$ cat config.mk
export PLATFORM = sky130hd
export DESIGN_NAME = extint_ctrl
export DESIGN_NICKNAME = d
export VERILOG_FILES = /design/src/rtl/extint_pkg.sv /design/src/rtl/extint_sync.sv /design/src/rtl/extint_line.sv /design/src/rtl/extint_ctrl.sv
export SDC_FILE = /design/constraint.sdc
export NUM_CORES = 1
export LEC_CHECK = 0
export BUFFER_PORTS_ARGS = -buffer_cell sky130_fd_sc_hd__buf_2
export CORE_UTILIZATION = 24
export DETAILED_ROUTE_END_ITERATION = 6
export REMOVE_ABC_BUFFERS = 1
export SLEW_MARGIN = 20
export SYNTH_ARGS = -nofsm -noshare
export SYNTH_HDL_FRONTEND = slang
export SYNTH_SLANG_ARGS = --single-unit
$ cat constraint.sdc
create_clock -name clk -period 2.67 [get_ports clk]
set_clock_uncertainty 0.15 [all_clocks]
set_input_delay 0.534 -clock clk [delete_from_list [all_inputs] [get_ports clk]]
set_output_delay 0.534 -clock clk [all_outputs]
set_load 0.03 [all_outputs]
$ cat src/rtl/extint_pkg.sv
package extint_pkg;
    localparam int REG_AW = 8;
    typedef logic [REG_AW-1:0] reg_addr_t;

    localparam reg_addr_t OFS_IMASK = 8'h00;
    localparam reg_addr_t OFS_EMASK = 8'h04;
    localparam reg_addr_t OFS_RSEL  = 8'h08;
    localparam reg_addr_t OFS_FSEL  = 8'h0C;
    localparam reg_addr_t OFS_SWTRG = 8'h10;
    localparam reg_addr_t OFS_RPEND = 8'h14;
    localparam reg_addr_t OFS_FPEND = 8'h18;
    localparam reg_addr_t OFS_CAPAB = 8'h1C;
endpackage

$ cat src/rtl/extint_sync.sv
module extint_sync #(
    parameter int W = 32
) (
    input  logic         clk,
    input  logic         rst_n,
    input  logic [W-1:0] raw_i,
    output logic [W-1:0] lvl_o,
    output logic [W-1:0] prev_o
);
    logic [W-1:0] meta_q;
    logic [W-1:0] lvl_q;
    logic [W-1:0] prev_q;

    always_ff @(posedge clk or negedge rst_n) begin
        if (!rst_n) begin
            meta_q <= '0;
            lvl_q  <= '0;
            prev_q <= '0;
        end else begin
            meta_q <= raw_i;
            lvl_q  <= meta_q;
            prev_q <= lvl_q;
        end
    end

    assign lvl_o  = lvl_q;
    assign prev_o = prev_q;
endmodule

$ cat src/rtl/extint_line.sv
module extint_line #(
    parameter bit CONFIGURABLE = 1'b1
) (
    input  logic clk,
    input  logic rst_n,
    input  logic lvl_i,
    input  logic prev_i,
    input  logic rsel_i,
    input  logic fsel_i,
    input  logic swset_i,
    input  logic rclr_i,
    input  logic fclr_i,
    output logic rpend_o,
    output logic fpend_o,
    output logic active_o
);
    generate
        if (CONFIGURABLE) begin : g_cfg
            logic rp_q;
            logic fp_q;
            logic rise;
            logic fall;

            assign rise = lvl_i & ~prev_i;
            assign fall = ~lvl_i & prev_i;

            // a fresh edge overrides a same-cycle clear
            always_ff @(posedge clk or negedge rst_n) begin
                if (!rst_n) begin
                    rp_q <= 1'b0;
                    fp_q <= 1'b0;
                end else begin
                    rp_q <= (rp_q & ~rclr_i) | (rise & rsel_i) | swset_i;
                    fp_q <= (fp_q & ~fclr_i) | (fall & fsel_i);
                end
            end

            assign rpend_o  = rp_q;
            assign fpend_o  = fp_q;
            assign active_o = rp_q | fp_q;
        end else begin : g_direct
            logic unused_direct;
            assign unused_direct = &{clk, rst_n, prev_i, rsel_i, fsel_i,
                                     swset_i, rclr_i, fclr_i};
            assign rpend_o  = 1'b0;
            assign fpend_o  = 1'b0;
            assign active_o = lvl_i;
        end
    endgenerate
endmodule

$ cat src/rtl/extint_ctrl.sv
module extint_ctrl
    import extint_pkg::*;
#(
    parameter int                    NUM_LINES = 32,
    parameter logic [NUM_LINES-1:0]  CFG_MASK  = 32'hFFFF_FF0F
) (
    input  logic                 clk,
    input  logic                 rst_n,
    input  logic                 bus_we,
    input  logic [REG_AW-1:0]    bus_addr,
    input  logic [NUM_LINES-1:0] bus_wdata,
    output logic [NUM_LINES-1:0] bus_rdata,
    input  logic [NUM_LINES-1:0] lines_i,
    output logic                 irq_o,
    output logic                 evt_o
);
    logic [NUM_LINES-1:0] imr_q;
    logic [NUM_LINES-1:0] emr_q;
    logic [NUM_LINES-1:0] rsel_q;
    logic [NUM_LINES-1:0] fsel_q;
    logic [NUM_LINES-1:0] rpend;
    logic [NUM_LINES-1:0] fpend;
    logic [NUM_LINES-1:0] active;
    logic [NUM_LINES-1:0] lvl;
    logic [NUM_LINES-1:0] prev;
    logic [NUM_LINES-1:0] swset;
    logic [NUM_LINES-1:0] rclr;
    logic [NUM_LINES-1:0] fclr;

    extint_sync #(.W(NUM_LINES)) u_sync (
        .clk    (clk),
        .rst_n  (rst_n),
        .raw_i  (lines_i),
        .lvl_o  (lvl),
        .prev_o (prev)
    );

    assign swset = (bus_we && bus_addr == OFS_SWTRG) ? bus_wdata : '0;
    assign rclr  = (bus_we && bus_addr == OFS_RPEND) ? bus_wdata : '0;
    assign fclr  = (bus_we && bus_addr == OFS_FPEND) ? bus_wdata : '0;

    always_ff @(posedge clk or negedge rst_n) begin
        if (!rst_n) begin
            imr_q  <= '0;
            emr_q  <= '0;
            rsel_q <= '0;
            fsel_q <= '0;
        end else if (bus_we) begin
            unique case (bus_addr)
                OFS_IMASK: imr_q  <= bus_wdata;
                OFS_EMASK: emr_q  <= bus_wdata;
                OFS_RSEL:  rsel_q <= bus_wdata;
                OFS_FSEL:  fsel_q <= bus_wdata;
                default:   ;
            endcase
        end
    end

    generate
        for (genvar i = 0; i < NUM_LINES; i++) begin : g_line
            extint_line #(.CONFIGURABLE(CFG_MASK[i])) u_line (
                .clk      (clk),
                .rst_n    (rst_n),
                .lvl_i    (lvl[i]),
                .prev_i   (prev[i]),
                .rsel_i   (rsel_q[i]),
                .fsel_i   (fsel_q[i]),
                .swset_i  (swset[i]),
                .rclr_i   (rclr[i]),
                .fclr_i   (fclr[i]),
                .rpend_o  (rpend[i]),
                .fpend_o  (fpend[i]),
                .active_o (active[i])
            );
        end
    endgenerate

    always_comb begin
        unique case (bus_addr)
            OFS_IMASK: bus_rdata = imr_q;
            OFS_EMASK: bus_rdata = emr_q;
            OFS_RSEL:  bus_rdata = rsel_q;
            OFS_FSEL:  bus_rdata = fsel_q;
            OFS_RPEND: bus_rdata = rpend;
            OFS_FPEND: bus_rdata = fpend;
            OFS_CAPAB: bus_rdata = CFG_MASK;
            default:   bus_rdata = '0;
        endcase
    end

    assign irq_o = |(active & imr_q);
    assign evt_o = |(active & emr_q);
endmodule

==> metrics.md <==
| Metric | Value |
|---|---|
| CP max stage cell | dfrtp_1 |
| Final WL | 37800 um |
| # clock sinks | 276 |
| Max Root-Sink Buffers | 3 |
| Multi-input gate area | 4890 sq um |
| Final hold viol count | 0 |
| Die ar. | 49500 sq um |
| Post-route ant nets | 0 |
| Reg area | 6910 sq um |
| Nets | 1245 |
| Slew margin rel. | 66.3% |
| Slew Viols, Final | 0 |
| Pre-CTS WS | -0.235 ns |
| Layout area overhead | 37.8% |
| IO Pins | 109 |
| Peak VDD IR | 0.444 mV |
| CTS clk-pin slew, worst paths | 0.06 ns |
| Post-route setup slack | -0.0922 ns |
| Setup_tns | -0.170 ns |
| Share of layout cells above drive strength 1 | 42.7% |
| CP arrival | 2.08 ns |
| Total Power | 9.89 mW |
| DRC violations left | 0 |
| Metal3 WL | 2740 um |
| CP Class | reg -> out |
| M1 WL | 16900 um |
| Cell Rows | 80 |
| Highest Signal Layer | met5 |
| First-pass GRT wire length | 56900 um |
| Failing checks | negative setup slack |
| Worst path cell trace | o21ai_2, buf_4, nand4_1, nor4_2, buf_4, nand2_4, buf_6 |
| Max-cap viol count | 0 |
| Power density cells | 616 nW/um^2 |
| Clock Latency Late Sink | 0.57 ns |
| Remaining global-route overflow | 0 |
| CTS root buf | clkbuf_16 |
| Yosys cell types | 44 |
| CP startpoint kind | flip-flop |
| 1st-iter DRT viols | 773 |
| Initial core utilization | 24.4% |
| Wire per inst | 20.9 um |
| Placed insts | 1699 |
| Crit path max fanout | 2 |
| Layout Cells excl Fill | 1808 |
| Area after DPL | 14000 sq um |
| Layout filler cell count | 4750 |
| Worst-Margin Slew | 0.506 ns |
| Cell mode on critical path | buf_4 |
| Largest net degree at the start of global routing | 62 |
| Critical path's largest stage delay | 0.39 ns |
| Avg Synthesized Cell Area | 12.9 sq um |
| Cells after Synth | 902 |
| Final worst path period need | 2.76 ns |
| Crit end category | output pin |
| Register area share after synthesis | 59.2% |
| Die span in x | 222 um |
| Core box area | 47800 sq um |
| TritonCTS clock tree | done |
| Vias in the first global route | 9178 |
| RSZ-0062 raised after global routing | true |
| Via count | 8962 |
| Design Area, Final | 16100 sq um |
| Max Fclk | 0.362 GHz |
| GR Util All Layers | 15.1% |
| CTS Buf Count | 29 |
| Synth Cell Area | 11700 sq um |
| RePlAce Congestion | 0.845 |
| Metal2 WL | 17400 um |
| Antenna violations before repair | 4 |
| Number of synthesized register bits | 276 |
| Critical Path RT | 1.99 ns |
| Drt pass-1 iters | 7 |
| Worst Hold Class | in -> reg |
| Synthesis Warnings | 0 |
| Detailed placement HPWL | 26200 um |
| LEAKAGE | 7.39 nW |
| DR vias/cell | 4.96 |
| Final period util | 103% |
| Status | complete, but fails checks |
| Final setup fails | 4 |
| Port bufs | 108 |
| Die Ht | 222 um |
| Htree depth | 1 |
==> synth_stat cells (all sizes together) <==
cell,instances,area (sq um)
nor3b,1,12.5
nor2,19,71.3
mux4,13,293
o211ai,2,15.0
a31oi,1,6.26
or3,1,6.26
and3,5,31.3
inv,1,3.75
nand4,15,93.8
a221o,35,350
o2bb2ai,28,245
o22ai,1,6.26
nand3b,2,15.0
dfrtp,276,6910
nand2,86,325
mux2i,2,20.0
nor2b,2,12.5
o31ai,2,15.0
and3b,27,236
and4,1,8.76
and4bb,1,12.5
a211oi,1,7.51
a21oi,13,65.1
a32oi,5,43.8
a22oi,29,218
nor4b,2,32.5
clkbuf,24,90.1
a221oi,3,26.3
buf,23,106
o21ai,82,410
a211o,4,35.0
nor4,6,52.6
nand3,33,170
nor3,2,15.0
mux2,145,1630
a32o,1,10.0
a21o,8,60.1
==> layout make-up <==
cell class | count | share of cell area [%]
Antenna cell | 2 | 0.0311
Clock buffer | 43 | 5.28
Clock inverter | 9 | 0.490
Inverter | 1 | 0.0234
Multi-Input combinational cell | 578 | 30.4
Sequential cell | 276 | 43.0
Tap cell | 615 | 4.79
Timing Repair Buffer | 284 | 16.0
==> registers in the layout, summed over array words and instances, names as in the netlist <==
signal and cells:
fsel_q 32, g_line.u_line.fpend_o 28, u_sync.prev_o 28, emr_q 32, g_line.u_line.rpend_o 28, u_sync.lvl_o 32
rsel_q 32, imr_q 32, u_sync.meta_q 32
==> where the power goes <==
part           switching, mW  leakage (nW)  internal, mW
clock                   1.69         0.454          2.28
combinational          0.548          3.49         0.588
sequential             0.284          3.45          4.50
total                   2.53          7.39          7.37
==> through the flow <==
stage,util [%],hold slack [ns]
5_1_grt,33.6,0.105
2_1_floorplan,-,0.0884
4_1_cts,33.0,0.0850
3_5_place_dp,29.2,0.185
3_3_place_gp,29.2,0.183
6_report,33.6,0.112
==> worst max-delay path: cells and delay by family (launching register included) <==
kind,cells,cell delay [ns]
buf+inv,3,0.48
flops,1,0.39
compound gates,1,0.18
simple gates,3,0.47
==> path summary, 6_finish.rpt <==
| check | startpoint | end | slack [ns] | depth (start not counted) |
|---|---|---|---|---|
| max in group asynchronous | rst_n | u_sync.meta_q[13]$_DFF_PN0_ | 1.28 | 3 |
| max reg2reg | rsel_q[25]$_DFFE_PN0P_ | g_line[25].u_line.rpend_o$_DFF_PN0_ | 1.46 | 3 |
| min reg2reg | u_sync.meta_q[14]$_DFF_PN0_ | u_sync.lvl_o[14]$_DFF_PN0_ | 0.19 | 0 |
| min in group asynchronous | rst_n | u_sync.meta_q[28]$_DFF_PN0_ | 0.35 | 2 |
| min | bus_wdata[4] | imr_q[4]$_DFFE_PN0P_ | 0.11 | 2 |
| max | g_line[31].u_line.rpend_o$_DFF_PN0_ | irq_o | -0.09 | 7 |
==> placed cells by master, fill, tap and decap left out, drive strengths merged, types with 2 or more instances in the layout <==
master and count:
dfrtp 276, o21ai 82, nand4 15, nand3b 2
clkinvlp 2, mux4 13, nor4 6, a21oi 13
nand2 86, dlygate4sd3 33, buf 249, a22oi 29
clkbuf 44, o31ai 2, and3 5, a221o 35
a221oi 3, nor2b 2, a21o 8, and3b 27
nor3 2, diode 2, a211o 4, o211ai 2
mux2 145, nor4b 2, o2bb2ai 28, clkinv 5
mux2i 2, nor2 19, a32oi 5, nand3 33
inv 2
==> cells by family after synthesis <==
family	share of synthesized area (%)
multiplexers	16.7
AND/OR/NAND/NOR	9.40
AO/OA/AOI/OAI	13.0
buffers and inverters	1.72
flip-flops	59.2
==> metal layers <==
layer | track usage (%) | up-vias
met5 | 0 | -
met4 | 3.43 | 4
met3 | 3.49 | 61
met2 | 23.7 | 304
met1 | 21.2 | 4629
li1 | - | 3964
==> timing repair <==
| item | in CTS | in global routing |
|---|---|---|
| buffers inserted | 16 | 12 |
| setup endpoints to repair | 34 | 31 |
| pin swaps | 25 | 27 |
| gates cloned | 2 | 0 |
| resized for setup | 138 | 64 |
| hold endpoints to repair | 83 | 0 |
| hold buffers | 33 | 0 |
Power figures use the tool's default switching activity.
